## src/rtl/walk_pkg.sv

```systemverilog
package walk_pkg;

  typedef enum logic {
    SRC_BUTTON = 1'b0,
    SRC_TICK   = 1'b1
  } adv_src_e;

  typedef enum logic {
    MOVE_DOWN = 1'b0,
    MOVE_UP   = 1'b1
  } move_dir_e;

  // Width of a counter able to hold 0..limit-1 (at least one bit)
  function automatic int unsigned count_width(input int unsigned limit);
    return (limit > 1) ? $clog2(limit) : 1;
  endfunction

endpackage

```

## src/rtl/walk_sync_edge.sv

```systemverilog
module walk_sync_edge #(
  parameter int unsigned SYNC_STAGES = 2
) (
  input  logic clk,
  input  logic rst_i,
  input  logic level_i,
  output logic rise_o
);

  logic [SYNC_STAGES-1:0] chain;
  logic                   lvl_new;
  logic                   lvl_old;

  generate
    if (SYNC_STAGES == 1) begin : g_single
      always_ff @(posedge clk) begin
        if (rst_i) chain <= '0;
        else       chain <= level_i;
      end
    end else begin : g_chain
      always_ff @(posedge clk) begin
        if (rst_i) chain <= '0;
        else       chain <= {chain[SYNC_STAGES-2:0], level_i};
      end
    end
  endgenerate

  assign lvl_new = chain[SYNC_STAGES-1];

  always_ff @(posedge clk) begin
    if (rst_i) lvl_old <= 1'b0;
    else       lvl_old <= lvl_new;
  end

  assign rise_o = lvl_new & ~lvl_old;

  // a rising edge is a single-cycle pulse
  assert_rise_single_R5: assert property (@(posedge clk) disable iff (rst_i)
    rise_o |=> !rise_o)
    else $error("rise pulse longer than one cycle");

endmodule

```

## src/rtl/walk_tick_div.sv

```systemverilog
module walk_tick_div #(
  parameter int unsigned TICK_DIV = 2**25
) (
  input  logic clk,
  input  logic rst_i,
  output logic tick_o
);
  import walk_pkg::*;

  localparam int unsigned CW = count_width(TICK_DIV);
  localparam logic [CW-1:0] LAST = CW'(TICK_DIV - 1);

  logic [CW-1:0] count_q;

  assign tick_o = (count_q == LAST);

  always_ff @(posedge clk) begin
    if (rst_i)       count_q <= '0;
    else if (tick_o) count_q <= '0;
    else             count_q <= count_q + 1'b1;
  end

  // counter never leaves its range
  assert_count_range_R6: assert property (@(posedge clk) disable iff (rst_i)
    count_q <= LAST)
    else $error("divider count out of range");

  // after a tick the count restarts at zero
  assert_wrap_zero_R6: assert property (@(posedge clk) disable iff (rst_i)
    tick_o |=> (count_q == '0))
    else $error("divider did not wrap");

endmodule

```

## src/rtl/walk_ring.sv

```systemverilog
module walk_ring #(
  parameter int unsigned WIDTH = 8
) (
  input  logic             clk,
  input  logic             rst_i,
  input  logic             step_i,
  input  logic             dir_i,
  output logic [WIDTH-1:0] pattern_o
);
  import walk_pkg::*;

  localparam logic [WIDTH-1:0] SEED = WIDTH'(1);

  function automatic logic [WIDTH-1:0] turn(input logic [WIDTH-1:0] p,
                                            input move_dir_e d);
    logic [WIDTH-1:0] r;
    for (int i = 0; i < WIDTH; i++) begin
      if (d == MOVE_UP) r[(i + 1) % WIDTH] = p[i];
      else              r[i] = p[(i + 1) % WIDTH];
    end
    return r;
  endfunction

  logic [WIDTH-1:0] pat_q;

  always_ff @(posedge clk) begin
    if (rst_i)       pat_q <= SEED;
    else if (step_i) pat_q <= turn(pat_q, move_dir_e'(dir_i));
  end

  assign pattern_o = pat_q;

  // the first cycle after reset shows the seed
  assert_reset_seed_R3: assert property (@(posedge clk) disable iff (rst_i)
    $fell(rst_i) |-> (pat_q == SEED))
    else $error("reset did not load seed");

  // single set bit
  assert_single_hot_R4: assert property (@(posedge clk) disable iff (rst_i)
    $countones(pat_q) == 1)
    else $error("pattern not one-hot");

  // no step means no change
  assert_hold_R9: assert property (@(posedge clk) disable iff (rst_i)
    !step_i |=> $stable(pat_q))
    else $error("pattern changed without step");

  // top bit wraps to bit 0 when moving up
  assert_wrap_up_R1: assert property (@(posedge clk) disable iff (rst_i)
    (step_i && dir_i && pat_q[WIDTH-1]) |=> pat_q[0])
    else $error("upward wrap lost");

  // bit 0 wraps to the top bit when moving down
  assert_wrap_down_R2: assert property (@(posedge clk) disable iff (rst_i)
    (step_i && !dir_i && pat_q[0]) |=> pat_q[WIDTH-1])
    else $error("downward wrap lost");

endmodule

```

## src/rtl/walk_led_top.sv

```systemverilog
module walk_led_top #(
  parameter int unsigned WIDTH       = 8,
  parameter int unsigned SYNC_STAGES = 2,
  parameter int unsigned TICK_DIV    = 2**25
) (
  input  logic             clk,
  input  logic             rst_i,
  input  logic             btn_i,
  input  logic             dir_i,
  input  logic             auto_sel_i,
  output logic [WIDTH-1:0] led_o
);
  import walk_pkg::*;

  logic btn_rise;
  logic div_tick;
  logic adv_step;

  walk_sync_edge #(.SYNC_STAGES(SYNC_STAGES)) u_edge (
    .clk     (clk),
    .rst_i   (rst_i),
    .level_i (btn_i),
    .rise_o  (btn_rise)
  );

  walk_tick_div #(.TICK_DIV(TICK_DIV)) u_div (
    .clk    (clk),
    .rst_i  (rst_i),
    .tick_o (div_tick)
  );

  assign adv_step = (adv_src_e'(auto_sel_i) == SRC_TICK) ? div_tick : btn_rise;

  walk_ring #(.WIDTH(WIDTH)) u_ring (
    .clk       (clk),
    .rst_i     (rst_i),
    .step_i    (adv_step),
    .dir_i     (dir_i),
    .pattern_o (led_o)
  );

  // in button mode a tick alone does not move the LEDs
  assert_tick_ignored_R7: assert property (@(posedge clk) disable iff (rst_i)
    (!auto_sel_i && div_tick && !btn_rise) |=> $stable(led_o))
    else $error("tick moved pattern in button mode");

  // in tick mode a button edge alone does not move the LEDs
  assert_button_ignored_R7: assert property (@(posedge clk) disable iff (rst_i)
    (auto_sel_i && btn_rise && !div_tick) |=> $stable(led_o))
    else $error("button moved pattern in tick mode");

endmodule

```

## config.mk

```make
export PLATFORM = sky130hd
export DESIGN_NAME = walk_led_top
export DESIGN_NICKNAME = d
export VERILOG_FILES = /design/src/rtl/walk_pkg.sv /design/src/rtl/walk_sync_edge.sv /design/src/rtl/walk_tick_div.sv /design/src/rtl/walk_ring.sv /design/src/rtl/walk_led_top.sv
export SDC_FILE = /design/constraint.sdc
export NUM_CORES = 1
export LEC_CHECK = 0
export ABC_AREA = 1
export BUFFER_PORTS_ARGS = -buffer_cell sky130_fd_sc_hd__clkbuf_2
export CELL_PAD_IN_SITES_DETAIL_PLACEMENT = 1
export CELL_PAD_IN_SITES_GLOBAL_PLACEMENT = 1
export CORE_UTILIZATION = 42
export CTS_CLUSTER_DIAMETER = 50
export CTS_CLUSTER_SIZE = 25
export DETAILED_ROUTE_END_ITERATION = 16
export GPL_ROUTABILITY_DRIVEN = 1
export GPL_TIMING_DRIVEN = 0
export PLACE_DENSITY_LB_ADDON = 0.1
export SYNTH_ARGS = -nofsm -noshare
export SYNTH_HDL_FRONTEND = slang
export SYNTH_HIERARCHICAL = 1
export SYNTH_SLANG_ARGS = --single-unit
export TNS_END_PERCENT = 100
```

## constraint.sdc

```tcl
create_clock -name clk -period 2.45 [get_ports clk]
set_clock_uncertainty 0.05 [all_clocks]
set_input_delay 0.245 -clock clk [delete_from_list [all_inputs] [get_ports clk]]
set_output_delay 0.245 -clock clk [all_outputs]
set_load 0.005 [all_outputs]
```

## Word-level counts from Yosys, hierarchy flattened

Index checks and enable logic that the tools add are counted.

- Add/subtract/negate cells: 1
- Eq/ne operators: 1
- Muxes and demuxes: 9
- Bitwise gates (word level): 2
- Reductions and logical operators: 1

Operators with widths:

| cell | number |
|---|---|
| 25-bit by 1-bit adder with 25-bit output, second input constant | 1 |
| 25-bit equality test, second input constant | 1 |
| 1-bit two-way mux | 9 |
| 2-bit OR reduction | 1 |
| 1-bit AND | 1 |
| 1-bit NOT | 1 |

- Output and inout bits: 8
- Flip-flop bits (word level): 36

## Longest topological paths before layout

- Depth in word-level cells: 3
- Depth in mapped cells: 14
- Mapped depth without buffers: 12

## By module

Netlist, hierarchy kept.

Modules (own cells, without submodules):

| module | cells each | sequential area each (um2) | times used | area an instance (um2) |
|---|---|---|---|---|
| walk_tick_div | 192 | 500.5 | 1 | 1280.0 |
| walk_ring | 70 | 160.2 | 1 | 464.2 |
| walk_sync_edge | 10 | 60.1 | 1 | 86.3 |
| walk_led_top | 4 | 0.0 | 1 | 15.0 |

## Worst setup path after synthesis

Ideal clock, no wire load.

- Path type: register to register
- From: register u_div.count_q[0]
- To: register u_ring.pat_q[0] (netlist: u_ring/pattern_o[0])
- Arrival: 1646 ps
- Data required time: 2287 ps
- Clock period less this slack: 1809 ps
- Path buffers: 2
- Setup slack: 641 ps
- Cell stages (with the launch flop): 14
- Setup time: 113 ps
- Cell sequence: dfxtp_1 > ha_1 > nand2_2 > nor2_4 > nand2_2 > nor2_4 > and3_1 > nand2_1 > nand2_1 > buf_6 > buf_12 > inv_2 > a21oi_2 > nand2_1

- Word-level cells in the longest chain between the ends: 2

Ends and longest elaborated chain:

| element | line | RTL |
|---|---|---|
| start, declared | walk_tick_div.sv:13 | `logic [CW-1:0] count_q;` |
| start signal, assigned | walk_tick_div.sv:20 | `else count_q <= count_q + 1'b1;` |
| 25-bit equality test | walk_tick_div.sv:15 | `assign tick_o = (count_q == LAST);` |
| via div_tick | walk_led_top.sv:16 | `logic div_tick;` |
| 1-bit two-way mux | walk_led_top.sv:32 | `assign adv_step = (adv_src_e'(auto_sel_i) == SRC_TICK) ? div_tick : btn_rise;` |
| via adv_step | walk_led_top.sv:17 | `logic adv_step;` |
| end signal, assigned | walk_ring.sv:28 | `else if (step_i) pat_q <= turn(pat_q, move_dir_e'(dir_i));` |
| end, declared | walk_ring.sv:24 | `logic [WIDTH-1:0] pat_q;` |

The timed path passes the listed nets, and every way through them passes these cells.
A chain may end at the register's enable or synchronous reset.

## Final worst setup path

Ends and elaborated chain as after synthesis.

==> impl_metrics.yaml <==
power_and_ir_drop:
  power_density_nw_per_um2: 533
  peakVddDrop_mv: 0.319
  seqPwrFrac_pct: 55.2
  internal_power_w: 0.000848
  power.switching_w: 0.000249
  swShare_pct: 22.7
  power_leakage_nw: 0.869
  power.total_w: 0.00110
  clock_power_share_pct: 39.0
  combPwrFrac_pct: 5.8
timing:
  tns_ns: 0
  hold_ws_ns: 0.106
  rsz0062_at_grt: "false"
  max_freq_mhz: 494
  tightestPinTransition_ns: 0.357
  layout_min_cycle_time_ns: 2.02
  finalSetupViolCount: 0
  slew_headroom_pct: 76.1
  drv_slew: 0
  hold_viol_final: 0
  fin_ws_ns: 0.427
  fin_crit_sh_pct: 82.6
worst_setup_path:
  r2r_start: "u_div/count_q[0]$_SDFF_PP0_"
  worstSetupPathType: "reg2reg"
  crit_chain: "ha_1 -> nand2_2 -> nor2_4 -> nand2_2 -> nor2_4 -> and3_1 -> nand2_1 -> nand2_1 -> buf_6 -> buf_12 -> inv_2 -> a21oi_2 -> nand2_1"
  path_max_fanout: 10
  critPathRequiredTime_ns: 2.58
  path_delay_family: "simple AND/OR/NAND/NOR gates"
  crit_path_max_incr_delay_ns: 0.38
  crit_arrival_ns: 2.15
  path_buf_inv: 3
  crit_top_cell: "nand2_1"
  cp-end-kind: "flop"
  startpoint_type: "flop"
  worstSetupStartpoint: "u_div/count_q[0]$_SDFF_PP0_"
  cpMaxStageDelayCell: "dfxtp_1"
synthesis:
  syn_area_um2: 1850
  avgSynthCellArea_um2: 6.69
  yosysWarnings: 6
  postSynthCellCount: 276
  yosysUniqueCellTypes: 23
  yosysSeqAreaShare_pct: 39.1
  synth-seq-cells: 36
  syn_nets: 282
floorplanning:
  initial_core_util_pct: 44.8
  core_area_um2: 4120
  rows: 23
  die_h_um: 68.3
  io_pins: 13
  die_width_um: 68.3
  dieArea_um2: 4660
drt:
  ant_nets: 0
  route.detailed.drc: 0
  drt-initial-drc-count: 74
  vias_per_cell: 4.70
  wl_per_cell_um: 11.1
  via_count: 1621
  wl_um: 3840
  dr.pass1.iters: 4
cells_and_area:
  antenna_cells: 0
  synthToLayoutAreaGrowth_pct: 11.4
  stdcell_area_um2: 2060
  final_cell_mix: "nand2_1 (82), nor2_1 (63), dfxtp_1 (36)"
  layout_commonest_cell: "nand2_1"
  finalNetCount: 300
  layout-drive-gt1-share_pct: 12.9
clock_tree:
  cts_sinks: 36
  cts_tree: "done"
  clk_latency_ns: 0.28
  post_cts_resized: 0
  cts_buffers: 5
  htree_levels: 2
  clk_pin_slew_worst_paths_ns: 0.07
  cts_setup_buffers: 0
  cts_buffer_depth: 2
  cts-root-buf: "clkbuf_8"
  holdBufCountCts: 0
placement:
  dpl_worst_slack_ns: 0.424
  gp_congestion: 0.785
  hpwl_um: 2970
  port_buffers: 11
  place_area_um2: 1960
hold_path:
  hp-start: "btn_i"
  hp-class: "in2reg"
grt:
  grt_overflow: 0
  grt_pass1_vias: 1513
  antenna_found_initial: 0
  grt_pass1_wl_um: 6560
  grt_max_degree: 12
  grt_util_all_layers_pct: 18.9
run_status:
  status: "finished, final reports clean"
run:
  maxCapViolations: 0
-- kinds of logic after synthesis --
logic type	synth area share, %
flops	39.1
compound gates	1.97
buf+inv	12.1
simple gates	41.0
fa+ha+maj	0.678
xor+xnor	5.22
-- flip-flops by register name, summed over array words and instances, names as in the netlist --
register,cells
u_div/count_q,25
u_ring/pattern_o,8
u_edge/chain,2
u_edge/lvl_old,1
-- final timing paths --
check,endpoint,depth (start not counted),slack (ns)
worst max-delay path,u_ring/pattern_o[0]$_SDFFE_PP1P_,13,0.43
worst min-delay path,u_edge/chain[0]$_SDFF_PP0_,3,0.11
worst max register to register,u_ring/pattern_o[0]$_SDFFE_PP1P_,13,0.43
worst min register to register,u_edge/chain[1]$_SDFF_PP0_,2,0.37
-- cells in the mapped netlist, drive strengths merged --
cell | n | area share [%]
a21oi | 2 | 0.75
and3 | 1 | 0.34
buf | 6 | 4.4
dfxtp | 36 | 39
ha | 1 | 0.68
inv | 37 | 7.7
nand2 | 85 | 18
nand3 | 24 | 6.8
nor2 | 69 | 16
nor3 | 1 | 0.27
o21bai | 3 | 1.2
xnor2 | 4 | 1.9
xor2 | 7 | 3.3
-- per-layer routing --
metal | share of wire, % | up-vias | GRT usage (%)
met1 | 50 | 750 | 23.7
met2 | 46 | 12 | 31.9
met3 | 2.3 | 4 | 5.00
li1 | - | 855 | -
met4 | 0.91 | 0 | 4.69
met5 | 0 | - | 0
-- power by group through the flow --
stage	registers [W]	clock network, W	logic (W)
after floorplan	0.000617	0	0.0000466
after global placement	0.000619	0	0.0000634
after detailed placement	0.000619	0	0.0000648
after CTS	0.000606	0.000446	0.0000651
after global routing	0.000607	0.000470	0.0000737
final	0.000606	0.000427	0.0000636
-- through the flow --
step,std cells,util (%)
floorplan,276,-
global placement,337,47.7
detailed placement,337,47.7
CTS,345,50.0
global route,345,50.0
finish,345,50.0
-- worst min-delay path: stages --
cell and delay (ns):
clkbuf_2 0.08, inv_1 0.04, nor2_1 0.03
-- layout make-up --
class	instances	area, um2
fill	559	2060
multi-input combinational	197	902
sequential	36	721
inverter	37	141
clock buffer	6	82.6
buffer	6	81.3
tap	50	62.6
timing repair buffer	11	55.1
clock inverter	2	10.0
Note: power is estimated with default switching activity, not from simulation.
